$ cat config.mk
export PLATFORM = sky130hd
export DESIGN_NAME = puf_array_ctrl
export DESIGN_NICKNAME = d
export VERILOG_FILES = /design/src/rtl/puf_pkg.sv /design/src/rtl/puf_step_timer.sv /design/src/rtl/puf_ramp_gen.sv /design/src/rtl/puf_col_tracker.sv /design/src/rtl/puf_row_sense.sv /design/src/rtl/puf_array_ctrl.sv
export SDC_FILE = /design/constraint.sdc
export NUM_CORES = 1
export LEC_CHECK = 0
export BUFFER_PORTS_ARGS = -buffer_cell sky130_fd_sc_hd__buf_2
export CELL_PAD_IN_SITES_DETAIL_PLACEMENT = 1
export CELL_PAD_IN_SITES_GLOBAL_PLACEMENT = 1
export CORE_MARGIN = 1.5
export CORE_UTILIZATION = 35
export CTS_BUF_LIST = sky130_fd_sc_hd__clkbuf_4 sky130_fd_sc_hd__clkbuf_8 sky130_fd_sc_hd__clkbuf_16
export CTS_CLUSTER_SIZE = 40
export DETAILED_ROUTE_END_ITERATION = 12
export MAX_ROUTING_LAYER = met4
export PLACE_DENSITY_LB_ADDON = 0.1
export SYNTH_ARGS = -nofsm -noshare
export SYNTH_HDL_FRONTEND = slang
export SYNTH_SLANG_ARGS = --single-unit
$ cat constraint.sdc
create_clock -name clk -period 2.55 [get_ports clk]
set_clock_uncertainty 0.2 [all_clocks]
set_input_delay 0.255 -clock clk [delete_from_list [all_inputs] [get_ports clk]]
set_output_delay 0.255 -clock clk [all_outputs]
set_load 0.005 [all_outputs]
$ cat src/rtl/puf_pkg.sv
package puf_pkg;
  typedef enum logic [1:0] {
    ST_IDLE = 2'd0,
    ST_PROG = 2'd1,
    ST_READ = 2'd2
  } puf_state_e;

  localparam logic OP_READ = 1'b0;
  localparam logic OP_PROG = 1'b1;
endpackage

$ cat src/rtl/puf_step_timer.sv
// Divides the clock into ramp steps; tick marks the last cycle of a step.
module puf_step_timer #(
  parameter int CNT_W = 8
) (
  input  logic             clk,
  input  logic             rst_n,
  input  logic             run,
  input  logic             restart,
  input  logic [CNT_W-1:0] period,
  output logic             tick
);
  logic [CNT_W-1:0] cnt_q, cnt_n, last_val;

  always_comb begin
    last_val = (period == '0) ? '0 : period - 1'b1;
    tick     = run && (cnt_q == last_val);
    if (!run || restart || tick) cnt_n = '0;
    else                         cnt_n = cnt_q + 1'b1;
  end

  always_ff @(posedge clk or negedge rst_n) begin
    if (!rst_n) cnt_q <= '0;
    else        cnt_q <= cnt_n;
  end

  // counter never runs past the step length while the setting holds
  a_r3_cnt_in_step: assert property (@(posedge clk) disable iff (!rst_n)
    (run && $stable(period)) |-> (cnt_q <= last_val));
endmodule

$ cat src/rtl/puf_ramp_gen.sv
// Sweep level code: clears, holds or rises by one, saturating at maximum.
module puf_ramp_gen #(
  parameter int CODE_W = 8
) (
  input  logic              clk,
  input  logic              rst_n,
  input  logic              clear,
  input  logic              step,
  output logic [CODE_W-1:0] code,
  output logic              at_max
);
  logic [CODE_W-1:0] code_q, code_n;

  always_comb begin
    at_max = &code_q;
    if (clear)                code_n = '0;
    else if (step && !at_max) code_n = code_q + 1'b1;
    else                      code_n = code_q;
  end

  always_ff @(posedge clk or negedge rst_n) begin
    if (!rst_n) code_q <= '0;
    else        code_q <= code_n;
  end

  assign code = code_q;

  // without a clear the level only holds or rises by one
  a_r3_unit_rise: assert property (@(posedge clk) disable iff (!rst_n)
    !clear |=> ((code == $past(code)) || (code == $past(code) + 1'b1)));
endmodule

$ cat src/rtl/puf_col_tracker.sv
// Per-row rupture tracking for the column being programmed.
module puf_col_tracker #(
  parameter int ROWS = 16
) (
  input  logic            clk,
  input  logic            rst_n,
  input  logic            active,
  input  logic            finish,
  input  logic [ROWS-1:0] blow_l,
  input  logic [ROWS-1:0] blow_r,
  output logic [ROWS-1:0] drive,
  output logic [ROWS-1:0] upd_l,
  output logic [ROWS-1:0] upd_r,
  output logic            all_done
);
  for (genvar r = 0; r < ROWS; r++) begin : g_row
    logic seen_l_q, seen_r_q, seen_l_n, seen_r_n;

    assign upd_l[r]  = seen_l_q | (active & blow_l[r]);
    assign upd_r[r]  = seen_r_q | (active & blow_r[r]);
    assign seen_l_n  = (active && !finish) ? upd_l[r] : 1'b0;
    assign seen_r_n  = (active && !finish) ? upd_r[r] : 1'b0;
    assign drive[r]  = active & ~(seen_l_q | seen_r_q);

    always_ff @(posedge clk or negedge rst_n) begin
      if (!rst_n) begin
        seen_l_q <= 1'b0;
        seen_r_q <= 1'b0;
      end else begin
        seen_l_q <= seen_l_n;
        seen_r_q <= seen_r_n;
      end
    end

    // a detect on this row withdraws its supply for the rest of the column
    a_r4_row_released: assert property (@(posedge clk) disable iff (!rst_n)
      (active && $past(active) && !$past(finish) && $past(blow_l[r] | blow_r[r]))
        |-> !drive[r]);
  end

  assign all_done = &(upd_l | upd_r);
endmodule

$ cat src/rtl/puf_row_sense.sv
// Row-parallel read: selects one row, waits for sensing, captures the word.
module puf_row_sense #(
  parameter int ROWS         = 16,
  parameter int COLS         = 16,
  parameter int SENSE_CYCLES = 2,
  parameter int ROW_W        = 4
) (
  input  logic             clk,
  input  logic             rst_n,
  input  logic             active,
  input  logic [ROW_W-1:0] row_idx,
  input  logic [COLS-1:0]  sense_l,
  input  logic [COLS-1:0]  sense_r,
  output logic [ROWS-1:0]  row_sel,
  output logic             last,
  output logic             rsp_valid,
  output logic [ROW_W-1:0] rsp_row,
  output logic [COLS-1:0]  rsp_data,
  output logic [COLS-1:0]  rsp_err
);
  localparam int SC_W = $clog2(SENSE_CYCLES + 1);

  logic [SC_W-1:0] cnt_q, cnt_n;

  for (genvar i = 0; i < ROWS; i++) begin : g_sel
    assign row_sel[i] = active && (row_idx == ROW_W'(i));
  end

  always_comb begin
    last  = active && (cnt_q == SC_W'(SENSE_CYCLES - 1));
    cnt_n = (!active || last) ? '0 : cnt_q + 1'b1;
  end

  always_ff @(posedge clk or negedge rst_n) begin
    if (!rst_n) begin
      cnt_q     <= '0;
      rsp_valid <= 1'b0;
      rsp_row   <= '0;
      rsp_data  <= '0;
      rsp_err   <= '0;
    end else begin
      cnt_q     <= cnt_n;
      rsp_valid <= last;
      if (last) begin
        rsp_row  <= row_idx;
        rsp_data <= sense_r;
        rsp_err  <= ~(sense_l ^ sense_r);
      end
    end
  end

  // at most one row is ever selected for sensing
  a_r8_row_onehot: assert property (@(posedge clk) disable iff (!rst_n)
    $onehot0(row_sel));
  // one response pulse per read
  a_r8_single_pulse: assert property (@(posedge clk) disable iff (!rst_n)
    rsp_valid |=> !rsp_valid);
endmodule

$ cat src/rtl/puf_array_ctrl.sv
module puf_array_ctrl #(
  parameter int ROWS         = 16,
  parameter int COLS         = 16,
  parameter int CODE_W       = 8,
  parameter int STEP_W       = 8,
  parameter int SENSE_CYCLES = 2,
  localparam int ROW_W       = $clog2(ROWS),
  localparam int COL_W       = $clog2(COLS)
) (
  input  logic              clk,
  input  logic              rst_n,
  input  logic              cmd_valid,
  input  logic              cmd_op,
  input  logic [ROW_W-1:0]  cmd_row,
  input  logic              lock_set,
  input  logic [STEP_W-1:0] step_cycles,
  output logic              busy,
  output logic              locked,
  output logic              prog_err,
  output logic              ramp_en,
  output logic [CODE_W-1:0] ramp_code,
  output logic [COLS-1:0]   col_sel,
  output logic [ROWS-1:0]   row_drive,
  input  logic [ROWS-1:0]   blow_left,
  input  logic [ROWS-1:0]   blow_right,
  output logic              rpt_valid,
  output logic [COL_W-1:0]  rpt_col,
  output logic [ROWS-1:0]   rpt_over,
  output logic [ROWS-1:0]   rpt_under,
  output logic [ROWS-1:0]   rd_row_sel,
  input  logic [COLS-1:0]   sense_left,
  input  logic [COLS-1:0]   sense_right,
  output logic              rsp_valid,
  output logic [ROW_W-1:0]  rsp_row,
  output logic [COLS-1:0]   rsp_data,
  output logic [COLS-1:0]   rsp_err
);
  import puf_pkg::*;

  puf_state_e       state_q, state_n;
  logic [COL_W-1:0] col_q, col_n;
  logic [ROW_W-1:0] row_q, row_n;
  logic             locked_q, prog_err_q, rpt_valid_q;
  logic [COL_W-1:0] rpt_col_q;
  logic [ROWS-1:0]  rpt_over_q, rpt_under_q;
  logic             in_prog, in_read, accept, prog_go, prog_deny, read_go;
  logic             col_finish, tick, at_max, all_done, sense_last;
  logic             ramp_step, ramp_clear;
  logic [ROWS-1:0]  upd_l, upd_r;

  assign in_prog = (state_q == ST_PROG);
  assign in_read = (state_q == ST_READ);

  // Next-state logic
  always_comb begin
    accept     = cmd_valid && (state_q == ST_IDLE);
    prog_go    = accept && (cmd_op == OP_PROG) && !locked_q;
    prog_deny  = accept && (cmd_op == OP_PROG) && locked_q;
    read_go    = accept && (cmd_op == OP_READ);
    col_finish = in_prog && (all_done || (tick && at_max));
    ramp_step  = in_prog && tick && !col_finish;
    ramp_clear = !in_prog || col_finish;
    state_n    = state_q;
    col_n      = col_q;
    row_n      = row_q;
    unique case (state_q)
      ST_IDLE: begin
        if (prog_go) begin
          state_n = ST_PROG;
          col_n   = '0;
        end else if (read_go) begin
          state_n = ST_READ;
          row_n   = cmd_row;
        end
      end
      ST_PROG: begin
        if (col_finish) begin
          if (col_q == COL_W'(COLS - 1)) state_n = ST_IDLE;
          else                           col_n   = col_q + 1'b1;
        end
      end
      ST_READ: begin
        if (sense_last) state_n = ST_IDLE;
      end
      default: state_n = ST_IDLE;
    endcase
  end

  // Registers
  always_ff @(posedge clk or negedge rst_n) begin
    if (!rst_n) begin
      state_q     <= ST_IDLE;
      col_q       <= '0;
      row_q       <= '0;
      locked_q    <= 1'b0;
      prog_err_q  <= 1'b0;
      rpt_valid_q <= 1'b0;
    end else begin
      state_q     <= state_n;
      col_q       <= col_n;
      row_q       <= row_n;
      locked_q    <= locked_q | lock_set;
      prog_err_q  <= prog_deny;
      rpt_valid_q <= col_finish;
    end
  end

  always_ff @(posedge clk or negedge rst_n) begin
    if (!rst_n) begin
      rpt_col_q   <= '0;
      rpt_over_q  <= '0;
      rpt_under_q <= '0;
    end else if (col_finish) begin
      rpt_col_q   <= col_q;
      rpt_over_q  <= upd_l & upd_r;
      rpt_under_q <= ~(upd_l | upd_r);
    end
  end

  for (genvar c = 0; c < COLS; c++) begin : g_col
    assign col_sel[c] = in_prog && (col_q == COL_W'(c));
  end

  puf_step_timer #(.CNT_W(STEP_W)) u_timer (
    .clk(clk), .rst_n(rst_n), .run(in_prog), .restart(col_finish),
    .period(step_cycles), .tick(tick)
  );

  puf_ramp_gen #(.CODE_W(CODE_W)) u_ramp (
    .clk(clk), .rst_n(rst_n), .clear(ramp_clear), .step(ramp_step),
    .code(ramp_code), .at_max(at_max)
  );

  puf_col_tracker #(.ROWS(ROWS)) u_track (
    .clk(clk), .rst_n(rst_n), .active(in_prog), .finish(col_finish),
    .blow_l(blow_left), .blow_r(blow_right), .drive(row_drive),
    .upd_l(upd_l), .upd_r(upd_r), .all_done(all_done)
  );

  puf_row_sense #(.ROWS(ROWS), .COLS(COLS), .SENSE_CYCLES(SENSE_CYCLES), .ROW_W(ROW_W)) u_sense (
    .clk(clk), .rst_n(rst_n), .active(in_read), .row_idx(row_q),
    .sense_l(sense_left), .sense_r(sense_right), .row_sel(rd_row_sel),
    .last(sense_last), .rsp_valid(rsp_valid), .rsp_row(rsp_row),
    .rsp_data(rsp_data), .rsp_err(rsp_err)
  );

  assign busy      = (state_q != ST_IDLE);
  assign locked    = locked_q;
  assign prog_err  = prog_err_q;
  assign ramp_en   = in_prog;
  assign rpt_valid = rpt_valid_q;
  assign rpt_col   = rpt_col_q;
  assign rpt_over  = rpt_over_q;
  assign rpt_under = rpt_under_q;

  // a single column at a time
  a_r2_col_onehot: assert property (@(posedge clk) disable iff (!rst_n)
    $onehot0(col_sel));
  // programming and reading never overlap
  a_r2_no_overlap: assert property (@(posedge clk) disable iff (!rst_n)
    !((|col_sel) && (|rd_row_sel)));
  // after a report the sweep has moved to the next column
  a_r5_col_order: assert property (@(posedge clk) disable iff (!rst_n)
    (rpt_valid && busy) |-> (col_sel == (COLS'(1) << (rpt_col + 1'b1))));
  // the lock never falls
  a_r10_lock_sticky: assert property (@(posedge clk) disable iff (!rst_n)
    locked |=> locked);
  // an idle locked block starts no sweep
  a_r11_locked_no_ramp: assert property (@(posedge clk) disable iff (!rst_n)
    (locked && !busy) |=> !ramp_en);
  // a response coincides with idle
  a_r12_rsp_idle: assert property (@(posedge clk) disable iff (!rst_n)
    rsp_valid |-> !busy);
endmodule

* Word level (Yosys, flattened, before mapping) *
Index checks and enable logic that the tools add are counted.

cells by class
  mux-type cells = 47
  equal/unequal tests = 40
  add/sub/neg operators = 5
  bitwise gates (word level) = 120
  reduce and logical (&&, ||, !) cells = 66

operator list
  cell                   count
  $eq A4 B4 Y1 const B   16
  $or A1 B1 Y1           49
  $and A1 B1 Y1          48
  $logic_and A1 B1 Y1    45
  $eq A4 B3 Y1 const B   8
  $mux W1                32
  $mux W8                4
  $not A16 Y16           2
  $not A1 Y1             18
  $add A8 B1 Y8 const B  2
  $and A16 B16 Y16       1
  $eq A4 B2 Y1 const B   4
  $or A16 B16 Y16        1
  $reduce_and A16 Y1     1
  $xor A16 B16 Y16       1
  $mux W2                6
  $mux W4                3
  $eq A4 B1 Y1 const B   2
  $eq A8 B8 Y1           1
  $logic_not A4 Y1       2
  $logic_not A8 Y1       1
  $pmux W4 S2            1
  $reduce_and A4 Y1      2
  $reduce_and A8 Y1      1
  other kinds (14)       27

storage, ports and cells
  word-level logic and storage cells = 326
  register bits after elaboration = 136

* Longest topological paths before layout *
  depth in word-level cells = 12
  gate-level depth with buffers = 12

* Hierarchy *
From an unflattened synthesis, not the netlist that was laid out.

second synthesis, totals
  cells, all modules = 627
  area, all modules = 6815.3 um2

by module, submodules not included
  module           area an instance (um2)  cells each  seq. area each (um2)  times used
  puf_array_ctrl   2219.6                  214         1226.2                1
  puf_row_sense    1819.2                  124         975.9                 1
  puf_col_tracker  1591.5                  166         800.8                 1
  puf_step_timer   709.4                   78          200.2                 1
  puf_ramp_gen     475.5                   45          200.2                 1

* Least setup slack after synthesis *
No wires, ideal clock.

  kind = input-to-reg
  start point = input port step_cycles[0]
  end point = register rpt_col_q[2] (netlist: rpt_col[2])
  stages on the path = 11
  arrival = 2.970 ns
  path slack = -0.748 ns
  path through = inv_1 ha_1 nor4b_2 nor3_1 or3_1 a221oi_4 or4b_1 buf_2 a21oi_4 buf_6 mux2_1

between the ends
  cells in the longest elaborated chain, start to end = 7
  elaborated cells on any way between the ends = 8
  those cells by class = add/sub: 1; eq/ne: 1; mux: 1; reduce/logical: 5

RTL lines
  what                                               line                   text
  start, declared                                    puf_array_ctrl.sv:16   input logic [STEP_W-1:0] step_cycles,
  $sub A8 B1 Y8 or $logic_not A8 Y1 (tied branches)  puf_step_timer.sv:15   last_val = (period == '0) ? '0 : period - 1'b1;
  $mux W8 *                                          puf_step_timer.sv:15
  $eq A8 B8 Y1 *                                     puf_step_timer.sv:16   tick = run && (cnt_q == last_val);
  $logic_and A1 B1 Y1 *                              puf_step_timer.sv:16
  $logic_and A1 B1 Y1 *                              puf_array_ctrl.sv:60   col_finish = in_prog && (all_done || (tick && at_max));
  $logic_or A1 B1 Y1 *                               puf_array_ctrl.sv:60
  $logic_and A1 B1 Y1 *                              puf_array_ctrl.sv:60
  end signal, assigned                               puf_array_ctrl.sv:114  rpt_col_q <= col_q;
  end, declared                                      puf_array_ctrl.sv:44   logic [COL_W-1:0] rpt_col_q;

Every way passes the cells marked *; elsewhere a longest branch is shown, timed or not.
A chain may end at the register's enable or synchronous reset.

* Worst setup path in the final report *
  start point = register u_timer.cnt_q[7]
  end point = register rpt_under_q[15] (netlist: rpt_under[15])

between the ends
  cells in the longest elaborated chain, start to end = 5

RTL lines
  what                    line                   text
  start, declared         puf_step_timer.sv:12   logic [CNT_W-1:0] cnt_q, cnt_n, last_val;
  start signal, assigned  puf_step_timer.sv:23   else cnt_q <= cnt_n;
  $eq A8 B8 Y1            puf_step_timer.sv:16
  $logic_and A1 B1 Y1     puf_step_timer.sv:16
  $logic_and A1 B1 Y1     puf_array_ctrl.sv:60
  $logic_or A1 B1 Y1      puf_array_ctrl.sv:60
  $logic_and A1 B1 Y1     puf_array_ctrl.sv:60
  end signal, assigned    puf_array_ctrl.sv:116  rpt_under_q <= ~(upd_l | upd_r);
  end, declared           puf_array_ctrl.sv:45   logic [ROWS-1:0] rpt_over_q, rpt_under_q;

Every way passes these cells.

==> flow_summary.toml <==
[run_status]
status = "finished with violations"
violations = "setup timing"

[clock_network]
clk_path_buf_depth = 2
worstSkewPairLatency_ns = 0.42
cts_buffers = 17
cts_root_buf = "clkbuf_16"
clock_sinks = 136
cts_max_level = 4
worst_setup_hold_path_clk_slew_ns = 0.06
cts_tree = "done"

[global_routing]
grt_util_all_layers = 0.2416
grt_overflow = 0
grt_first_pass_wirelength_um = 37040
grt_max_degree = 55
first_global_vias = 7228
antenna_found_initial = 0

[routing]
drtIter0Drc = 172
num_vias = 6652
vias_per_cell = 5.097
wl_per_cell_um = 17.91
antenna_left = 0
firstDrtPassIters = 4
wirelength_um = 23370
drc = 0

[critical_path]
crit_start = "u_timer.cnt_q[7]"
path_class = "reg -> reg"
path_max_fanout = 8
required_ns = 2.67
cp-end-kind = "register"
crit_arrival_ns = 2.94
timing.rr.start = "u_timer.cnt_q[7]"
cp_slowest_stage_delay_ns = 0.53
crit_slowest_cell = "or4_4"
startpoint_type = "register"
path_delay_family = "simple AND/OR/NAND/NOR gates"
cp_cell_sequence = "nand2b_1 -> or4_4 -> o211ai_4 -> o21ai_1 -> or4b_4 -> a21oi_4 -> buf_12 -> buf_8 -> mux2i_2"
path_buf_inv = 2

[synth]
synth_compound_area_frac = 0.1141
synth_ff_type = "dfrtp_1"
synthSimpleGateAreaFrac = 0.1763
syn-cell-area_mm2 = 0.006735
synth_fa_ha_area_frac = 0.01486
synth-xor-area-share = 0.04421
async_flop_share = 1.000
synth_top_family_by_area = "simple AND/OR/NAND/NOR gates"
avgSynthCellArea_um2 = 9.832
syn_nets = 774
yosysWarningCount = 0
ys_ff_latch = 136
ys_types = 60
yosysSeqAreaShare = 0.5053
synth_edf_count = 0
synth_mux_area_frac = 0.09753
synthCells = 685

[sta]
period_share = 1.104
finalHoldViolations = 0
fin_ws_ns = -0.2652
rsz0062_at_grt = "yes"
fmax_ghz = 0.3552
finalCriticalPeriod_ns = 2.815
slew_headroom = 0.6582
setup-violations-final = 79
worst_pin_slew_ns = 0.5080
final_max_slew_viol_count = 0

[floorplan]
fp.coreArea_mm2 = 0.01877
die_w_um = 141.7
pin_count = 215
fp.dieH_um = 141.7
initial_core_util = 0.3589
die_area_mm2 = 0.02008
num_rows = 50

[placement]
placed_area_mm2 = 0.008756
routabilityCongestion = 0.8190
dp_hpwl_um = 16200
portBuffers = 214

[pwr]
total_power_mw = 7.025
peakVddDrop_mv = 0.4604
powerDensity_mw_per_mm2 = 669.4
p_leak_nw = 5.137

[flow_run]
drv_cap = 0

[cells_and_area]
multi_input_area_mm2 = 0.003176
fin_area_mm2 = 0.01050
final_layout_size_suffix_gt1_frac = 0.3819
n_antenna_cell = 0
num-fill-cells = 2124
ff_latch_area_mm2 = 0.003403
final_nets = 1147
area_delta_synth_final_pct = 55.82

[min_path]
hp-class = "in -> async"
[final timing paths]
path	slack (ns)	cells past startpoint	to
setup / recovery	-0.27	9	rpt_under[15]
hold / removal	0.14	2	u_sense.rsp_data[7]
setup reg to reg	-0.27	9	rpt_under[15]
hold reg to reg	0.25	1	u_sense.cnt_q[0]
max in group asynchronous	1.22	3	rpt_under[9]
min in group clk	0.25	1	u_sense.cnt_q[0]
[cell usage after synthesis, types with 4 or more instances]
library cell,n,share of area
dfrtp_1,136,0.51
nand4_1,12,0.011
nor3_1,26,0.019
mux2_2,24,0.040
clkbuf_1,23,0.013
o22ai_1,19,0.018
mux2i_1,33,0.049
nor4_1,4,0.0037
nand2_1,29,0.016
mux2_1,5,0.0084
nand2b_1,7,0.0065
xnor2_1,7,0.0091
inv_1,43,0.024
and2_1,9,0.0084
o21ai_0,40,0.030
or3_1,5,0.0046
xor2_1,27,0.035
nor2_1,103,0.057
nand3_1,15,0.011
a21oi_1,38,0.028
buf_2,5,0.0037
and3_1,16,0.015
ha_1,8,0.015
[cell type report]
type / count / area share
Clock inverter: 13 / 0.01824
Tap cell: 234 / 0.02790
Timing Repair Buffer: 387 / 0.2691
Clock buffer: 19 / 0.04256
Sequential cell: 136 / 0.3243
Inverter: 43 / 0.01538
Multi-Input combinational cell: 473 / 0.3026
[kinds of logic (layout without fill, tap and decap cells)]
kind of cell / after synthesis / in the layout
AO/OA/AOI/OAI: 125 / 125
multiplexers: 62 / 62
adder cells (fa/ha/maj): 8 / 8
buffers and inverters: 76 / 462
AND/OR/NAND/NOR: 244 / 244
XOR/XNOR: 34 / 34
flip-flops: 136 / 136
[layer usage]
| metal | global-route usage | share of wire |
|---|---|---|
| met1 | 0.2803 | 0.43 |
| met2 | 0.4190 | 0.50 |
| met3 | 0.04489 | 0.042 |
| met4 | 0.08573 | 0.024 |
| met5 | - | 0 |
[flip-flops by register name, indices dropped and copies added (netlist names), 8 cells and up]
signal                  count
u_track.g_row.seen_r_q     16
rpt_over                   16
u_timer.cnt_q               8
u_track.g_row.seen_l_q     16
u_ramp.code                 8
u_sense.rsp_err            16
u_sense.rsp_data           16
rpt_under                  16
[stage by stage]
step                      hold slack (ns)  instances  utilization  TNS, ns  setup WS, ns
after floorplan                   -0.2406        685            -   -38.24       -0.6340
after global placement            0.02890       1185       0.4665   -46.41       -0.5914
after detailed placement          0.03836       1185       0.4665   -52.65       -0.6992
after CTS                          0.1576       1300       0.5527   -10.93       -0.2333
after global routing               0.1652       1305       0.5592   -17.80       -0.3330
final                              0.1406       1305       0.5592   -12.71       -0.2652
[power by group]
group / internal (mW) / total (mW) / switching, mW
registers: 2.53 / 2.78 / 0.242
clock network: 1.69 / 2.68 / 0.991
logic: 0.804 / 1.57 / 0.765
[what timing repair did]
| action | in CTS | in global routing |
|---|---|---|
| pin swaps | 7 | 3 |
| gates cloned | 5 | 1 |
| endpoints found under the hold margin | 139 | 0 |
| gates resized for setup | 28 | 14 |
| setup buffers | 5 | 5 |
| hold buffers | 73 | 0 |
| setup endpoints to repair | 89 | 94 |
[cells in the final DEF (no fill, tap or decap), drive strengths merged, types with 3 or more instances in the layout]
cell type	count
buf	312
dfrtp	136
nor2	103
dlygate4sd3	73
inv	47
o21ai	41
a21oi	39
mux2i	33
nand2	29
mux2	29
xor2	27
nor3	26
clkbuf	20
o22ai	19
and3	16
nand3	15
nand4	12
and2	10
ha	8
nand2b	7
xnor2	7
or3	5
clkinv	5
nor4	4
bufinv	4
a211oi	3
or4	3
o211ai	3
(Power assumes the default switching activity.)
